===== src/rtl/quad_counter.sv =====
module quad_counter #(
  parameter int W  = 32,
  parameter int AW = 3
) (
  input  logic          clk,
  input  logic          rst_n,
  input  logic          in_a,
  input  logic          in_b,
  input  logic          in_idx,
  input  logic          in_strb,
  input  logic          wr_en,
  input  logic [AW-1:0] wr_addr,
  input  logic [W-1:0]  wr_data,
  output logic [W-1:0]  position,
  output logic [W-1:0]  idx_latch,
  output logic          phase_err,
  output logic          strb_lvl
);
  localparam logic [AW-1:0] A_CTRL = AW'(0);
  localparam logic [AW-1:0] A_INIT = AW'(1);
  localparam logic [AW-1:0] A_MAX  = AW'(2);
  localparam logic [AW-1:0] A_POS  = AW'(3);
  localparam logic [AW-1:0] A_CMD  = AW'(4);

  logic         en, swap;
  logic [1:0]   mode;
  logic [3:0]   inv;
  logic [W-1:0] pos_init, pos_max;
  logic         pa, pb, pi;

  logic a_p, b_p, a_c, b_c, i_c, a_chg, b_chg, quad_up, step_up, step_dn;
  logic [W-1:0] pos_inc, pos_dec;

  assign a_p      = in_a ^ inv[0];
  assign b_p      = in_b ^ inv[1];
  assign i_c      = in_idx ^ inv[2];
  assign strb_lvl = in_strb ^ inv[3];
  assign a_c      = swap ? b_p : a_p;
  assign b_c      = swap ? a_p : b_p;
  assign a_chg    = a_c ^ pa;
  assign b_chg    = b_c ^ pb;
  assign quad_up  = (a_chg & ~b_chg & (a_c ^ b_c)) | (b_chg & ~a_chg & ~(a_c ^ b_c));

  always_comb begin
    step_up = 1'b0;
    step_dn = 1'b0;
    case (mode)
      2'd0: begin
        step_up = quad_up;
        step_dn = (a_chg ^ b_chg) & ~quad_up;
      end
      2'd1: begin
        step_up = a_chg & b_c;
        step_dn = a_chg & ~b_c;
      end
      2'd2: step_up = a_c & ~pa;
      default: step_dn = a_c & ~pa;
    endcase
  end

  assign pos_inc = (position >= pos_max) ? '0 : position + W'(1);
  assign pos_dec = (position == '0) ? pos_max : position - W'(1);

  always_ff @(posedge clk or negedge rst_n) begin
    if (!rst_n) begin
      en        <= 1'b0;
      swap      <= 1'b0;
      mode      <= 2'd0;
      inv       <= 4'd0;
      pos_init  <= '0;
      pos_max   <= '1;
      position  <= '0;
      idx_latch <= '0;
      phase_err <= 1'b0;
      pa        <= 1'b0;
      pb        <= 1'b0;
      pi        <= 1'b0;
    end else begin
      pa <= a_c;
      pb <= b_c;
      pi <= i_c;
      if (en) begin
        if (step_up)      position <= pos_inc;
        else if (step_dn) position <= pos_dec;
        if (i_c && !pi)   idx_latch <= position;
        if (mode == 2'd0 && a_chg && b_chg) phase_err <= 1'b1;
      end
      if (wr_en) begin
        case (wr_addr)
          A_CTRL: begin
            en   <= wr_data[0];
            mode <= wr_data[2:1];
            swap <= wr_data[3];
            inv  <= wr_data[7:4];
          end
          A_INIT: pos_init <= wr_data;
          A_MAX:  pos_max  <= wr_data;
          A_POS:  position <= wr_data;
          A_CMD: begin
            if (wr_data[0]) position  <= pos_init;
            if (wr_data[1]) phase_err <= 1'b0;
          end
          default: ;
        endcase
      end
    end
  end
endmodule



===== config.mk =====
export PLATFORM = sky130hd
export DESIGN_NAME = quad_counter
export DESIGN_NICKNAME = d
export VERILOG_FILES = /design/src/rtl/quad_counter.sv
export SDC_FILE = /design/constraint.sdc
export NUM_CORES = 1
export LEC_CHECK = 0
export ABC_AREA = 1
export BUFFER_PORTS_ARGS = -buffer_cell sky130_fd_sc_hd__buf_2
export CAP_MARGIN = 20
export CORE_MARGIN = 2
export CORE_UTILIZATION = 50
export CTS_CLUSTER_SIZE = 16
export DETAILED_ROUTE_END_ITERATION = 16
export PLACE_DENSITY = 0.69
export SYNTH_ARGS = -nofsm -noshare
export SYNTH_HDL_FRONTEND = slang
export SYNTH_SLANG_ARGS = --single-unit

===== constraint.sdc =====
create_clock -name clk -period 2.65 [get_ports clk]
set_input_delay 0.265 -clock clk [delete_from_list [all_inputs] [get_ports clk]]
set_output_delay 0.265 -clock clk [all_outputs]
set_load 0.1 [all_outputs]

### Word level (Yosys, flattened, before mapping)

Index checks and enable logic that the tools add are counted.

| storage, ports and cells | value |
|---|---|
| bits of input ports | 42 |
| bits in registers | 140 |
| output and inout bits | 66 |
| logic and storage cells | 72 |

| operators by class | value |
|---|---|
| bitwise operators | 23 |
| order comparisons | 1 |
| equality and inequality tests | 6 |
| mux-type cells | 17 |
| add/subtract/negate cells | 2 |
| reduce and logical (&&, ||, !) cells | 11 |

Operators by type and width:

| kind | count |
|---|---|
| $mux W32 | 7 |
| $pmux W32 S2 | 1 |
| $add A32 B1 Y32 const B | 1 |
| $ge A32 B32 Y1 | 1 |
| $logic_not A32 Y1 | 1 |
| $sub A32 B1 Y32 const B | 1 |
| $and A1 B1 Y1 | 8 |
| $reduce_and A2 Y1 | 4 |
| $xor A1 B1 Y1 | 8 |
| $mux W1 | 7 |
| $eq A3 B2 Y1 const B | 2 |
| $not A1 Y1 | 6 |
| $pmux W1 S3 | 2 |
| $eq A3 B1 Y1 const B | 1 |
| $eq A3 B3 Y1 const B | 1 |
| $logic_and A1 B1 Y1 | 3 |
| $logic_not A3 Y1 | 1 |
| $eq A2 B1 Y1 const B | 1 |
| $eq A2 B2 Y1 const B | 1 |
| $logic_not A2 Y1 | 1 |
| $logic_not A1 Y1 | 1 |
| $or A1 B1 Y1 | 1 |

### Depth between registers and ports, before layout

| depth | value |
|---|---|
| depth in word-level cells | 16 |
| gate-level depth with buffers | 22 |
| mapped depth without buffers | 21 |

### Worst setup path before layout

No wires, ideal clock.

| timing | value |
|---|---|
| path type | register to register |
| start point | reg position[0] |
| end point | reg position[7] |
| clock period less this slack | 2969 ps |
| setup time | 116 ps |
| stages on the path, launching flop included | 22 |
| path slack | -319 ps |
| buffers on the path | 2 |
| arrival | 2853 ps |
| data required time | 2534 ps |
| cells stage by stage | dfrtp_1 inv_1 ha_1 inv_1 nand2_1 nand2_1 nand2_1 nand2_1 nand2_1 nand2_1 nand2_1 nand2_1 nand2_2 and2_1 buf_2 buf_2 nand4_1 nand2_1 nand2_1 nand2_1 nand2_1 nand2_1 |

| on the way | value |
|---|---|
| word-level cells in the longest chain between the ends | 8 |
| elaborated cells on any way between the ends | 12 |
| those cells by class | add/sub: 2; order compare: 1; mux: 8; reduce/logical: 1 |

RTL lines:

| item | line | text |
|---|---|---|
| from (decl) | 14 | `output logic [W-1:0] position,` |
| from (signal assigned) | 83 | `if (step_up) position <= pos_inc;` |
| from (signal assigned) | 84 | `else if (step_dn) position <= pos_dec;` |
| from (signal assigned) | 98 | `A_POS: position <= wr_data;` |
| $sub A32 B1 Y32 or $logic_not A32 Y1 (tied branches) | 62 | `assign pos_dec = (position == '0) ? pos_max : position - W'(1);` |
| $mux W32 | 62 |  |
| $mux W32 | 84 |  |
| $mux W32 (*) | 83 |  |
| $mux W32 (*) | 82 | `if (en) begin` |
| $mux W32 | 100 | `if (wr_data[0]) position <= pos_init;` |
| $pmux W32 S2 | 89 | `case (wr_addr)` |
| $mux W32 (*) | 88 | `if (wr_en) begin` |

Every way passes the cells marked *; elsewhere a longest branch is shown, timed or not.
A chain may end at the register's enable or synchronous reset.

### Worst setup path after layout

| timing | value |
|---|---|
| start point | reg inv[1] |
| end point | reg position[27] |

| on the way | value |
|---|---|
| word-level cells in the longest chain between the ends | 16 |
| elaborated cells on any way between the ends | 29 |
| those cells by class | mux: 10; bitwise: 19 |

RTL lines:

| item | line | text |
|---|---|---|
| from (decl) | 27 | `logic [3:0] inv;` |
| from (signal assigned) | 94 | `inv <= wr_data[7:4];` |
| $xor A1 B1 Y1 (*) | 35 | `assign b_p = in_b ^ inv[1];` |
| $mux W1 (on tied branches) | 39, 38 |  |
| $xor A1 B1 Y1 (on tied branches) | 41, 40 |  |
| $not A1 Y1 | 42 | `assign quad_up = (a_chg & ~b_chg & (a_c ^ b_c)) \| (b_chg & ~a_chg & ~(a_c ^ b_c));` |
| $and A1 B1 Y1 (2 in a row) | 42 |  |
| $or A1 B1 Y1 | 42 |  |
| $not A1 Y1 | 50 | `step_dn = (a_chg ^ b_chg) & ~quad_up;` |
| $and A1 B1 Y1 | 50 |  |
| $pmux W1 S3 | 47 | `case (mode)` |
| $mux W32 | 84 |  |
| $mux W32 (*) | 83 |  |
| $mux W32 (*) | 82 |  |
| $mux W32 | 100 |  |
| $pmux W32 S2 | 89 |  |
| $mux W32 (*) | 88 |  |
| to (signal assigned) | 83 |  |
| to (signal assigned) | 84 |  |
| to (signal assigned) | 100 |  |

Marks and branches as above.

==> flow_metrics.tcl <==
set metrics [dict create \
    cp-start-kind "register" \
    final_antenna_net_count 0 \
    power.switching_w 0.0109 \
    arrival_ps 2970 \
    synth_fp_nets 1821 \
    grt_setup_unrepaired "yes" \
    hold_class "in2reg" \
    die-area_um2 23000 \
    pwr-share-comb_pct 66.5 \
    instances_no_fill 2159 \
    p_sw_share_pct 59.1 \
    core_area_um2 21200 \
    detail_route.vias_per_cell 5.64 \
    port_buffers 107 \
    ir_drop_v 0.000547 \
    vias 12200 \
    setup_viol_count_final 0 \
    final_util_pct 61.8 \
    grt-ovfl-total 0 \
    place.gp.congestion 1.03 \
    status "finished, final reports clean" \
    die-height_um 152 \
    synth_area_um2 10900 \
    syn_inst 1741 \
    die_x_um 152 \
    drt_iter0_markers 1439 \
    antenna_found_initial 1 \
    worstSetupPathType "reg2reg" \
    layout.nets 1951 \
    remaining_drc_errors 0 \
    dp_hpwl_mm 29.4 \
    drive_gt1_share_pct 20.0 \
    drt_wl_total_mm 41.2 \
    grt_max_degree 65 \
    p_leak_nw 6.80 \
    synth_seq_area_share_pct 32.6 \
    relSlewSlack_pct 38.0 \
    hold_violations 0 \
    wl_per_cell_um 19.1 \
    num_rows 53 \
    drv_slew 0 \
    start_util_pct 51.3 \
    ys_seq_elements 140 \
    end_kind "register" \
    reg2reg_slack_ps 6 \
    antenna_cells 0 \
    syn_to_final_growth_pct 20.6 \
    clkLatencyLatePin_ps 440 \
    p_seq_share_pct 19.8 \
    fin_crit_ps 2640 \
    finalCritPeriodShare_pct 99.8 \
    path_clk_slew_ps 80 \
    firstDrtPassIters 5 \
    cts_sinks 140 \
    cts_buffers 17 \
    internal_power_w 0.00752 \
    worstPathRequired_ps 2980 \
    track_usage_pct 35.1 \
    worst_slew_pin_slew_ps 927 \
    clk_path_buf_depth 2 \
    power_density_nw_per_um2 1400 \
    hold_slack_ps 55.4 \
    fin_skew_ps 12.1 \
    ys_warn_count 0 \
    fmax_mhz 378 \
    grt_pass1_vias 10800 \
    synth_cell_type_count 39 \
    max_cap_viol_count 0 \
    cts_root_buffer "clkbuf_16" \
    total_power_w 0.0184 \
    grt_pass1_wl_mm 61.2 \
    tritoncts "built" \
    power_frac_clock_pct 13.8 \
    avgSynthCellArea_um2 6.25 \
    cp_max_fo 8 \
    dpl.cell_count 2117 \
    cts_max_level 4 \
    io_pins 108 \
]
cell usage in the layout (no fill, tap or decap), types with 7 or more instances in the layout:
cell type and n:
nor2_1 142, ha_1 33, o21ai_0 142, buf_12 10, nand3_1 154, nand2_1 643, dfrtp_1 90, a21oi_1 14
dfrtp_2 18, nor2_2 13, o21ai_1 7, xor2_1 25, buf_4 76, nand2_2 29, nor2_4 11, buf_2 106
nand4_1 54, nand3_2 15, clkbuf_16 20, dfstp_2 32, inv_1 184
cell type report:
class / count / area (µm²)
Clock buffer: 17 / 425
Clock inverter: 15 / 169
Sequential cell: 140 / 3570
Multi-Input combinational cell: 1318 / 6440
Tap cell: 275 / 344
Fill cell: 2051 / 8100
Timing Repair Buffer: 200 / 1430
Inverter: 194 / 741
kinds of logic (layout without fill, tap and decap cells):
group / Yosys count / count (layout) / synth area share, %
adders and majority gates: 38 / 38 / 4.37
AOI/OAI and AO/OA: 174 / 174 / 8.27
buffers and inverters: 283 / 426 / 10.5
xor gates and xnor gates: 27 / 27 / 2.17
DFF: 140 / 140 / 32.6
and+or+nand+nor: 1079 / 1079 / 42.1
final timing paths:
kind,end,start,cells after the start
min in group asynchronous,position[6],rst_n,2
min reg2reg,idx_latch[2],idx_latch[2],2
max in group asynchronous,pos_max[22],rst_n,3
min,pi,in_idx,2
max,position[27],inv[1],18
max reg2reg,position[27],inv[1],18
power groups by stage:
| stage | Sequential (W) | Combinational [W] | Clock, W |
|---|---|---|---|
| after CTS | 0.00359 | 0.0114 | 0.00254 |
| after floorplan | 0.00690 | 0.00490 | 0 |
| after global routing | 0.00371 | 0.0130 | 0.00263 |
| after global placement | 0.00361 | 0.0112 | 0 |
| final | 0.00363 | 0.0122 | 0.00253 |
| after detailed placement | 0.00363 | 0.0113 | 0 |
per-layer routing:
| layer | track usage, % | up-vias | part of all wire, % |
|---|---|---|---|
| li1 | - | 5768 | - |
| met1 | 53.2 | 5662 | 44 |
| met2 | 51.0 | 672 | 43 |
| met3 | 6.68 | 70 | 11 |
| met4 | 9.03 | 2 | 2.1 |
| met5 | 0 | - | 0.032 |
stage by stage:
stage / cell area [µm²] / setup TNS [ps] / setup slack, ps
after global routing: 13100 / -2880 / -138
after detailed placement: 12100 / -1100 / -166
after CTS: 12800 / 0 / 7.38
after global placement: 12100 / -408 / -89.8
after floorplan: 10900 / 0 / 3.88
final: 13100 / 0 / 5.92
Yosys cell counts, drive strengths merged:
cell	count	share of area (%)
and3	1	0.058
dfstp	32	7.7
nand3b	1	0.069
o22ai	1	0.058
o211ai	2	0.14
xor2	27	2.2
and2	1	0.058
a21oi	15	0.72
nand2	673	23
a22oi	1	0.069
and2b	1	0.069
o32a	1	0.092
buf	43	2.2
ha	38	4.4
nor2	166	6.6
nor4	1	0.058
nor3	9	0.55
clkinv	1	0.034
nand4	54	3.1
inv	193	6.7
o21ai	151	7.0
a21o	2	0.14
nand3	172	8.2
clkbuf	46	1.6
dfrtp	108	25
o21a	1	0.069
worst max-delay path: stages, from the launching register on:
cell and delay [ps]:
dfrtp_1 430, nand2_1 100, nand2_2 80, o21ai_4 180, xor2_2 260, ha_4 260, nor2_4 110, nand3_4 100
nand2_4 80, clkinvlp_4 170, buf_12 200, nand3_2 60, nand3_2 70, nand2_2 70, nand2_2 70, nand2_2 80
nand2_1 40, nand2_1 80, nand2_1 50
flip-flops by register name (all words and copies together) (netlist names), 2 cells and up:
signal and flops:
mode 2, pos_init 32, position 32, inv 4, pos_max 32, idx_latch 32
what timing repair did:
| item | 4_1_cts | 5_1_grt |
|---|---|---|
| setup endpoints to repair | 28 | 32 |
| cloned | 0 | 4 |
| resized for setup | 7 | 59 |
| endpoints found under the hold margin | 43 | 0 |
| setup buffers | 1 | 4 |
| pin swaps | 5 | 32 |
| hold buffers | 1 | 0 |
Note: power is estimated with default switching activity, not from simulation.
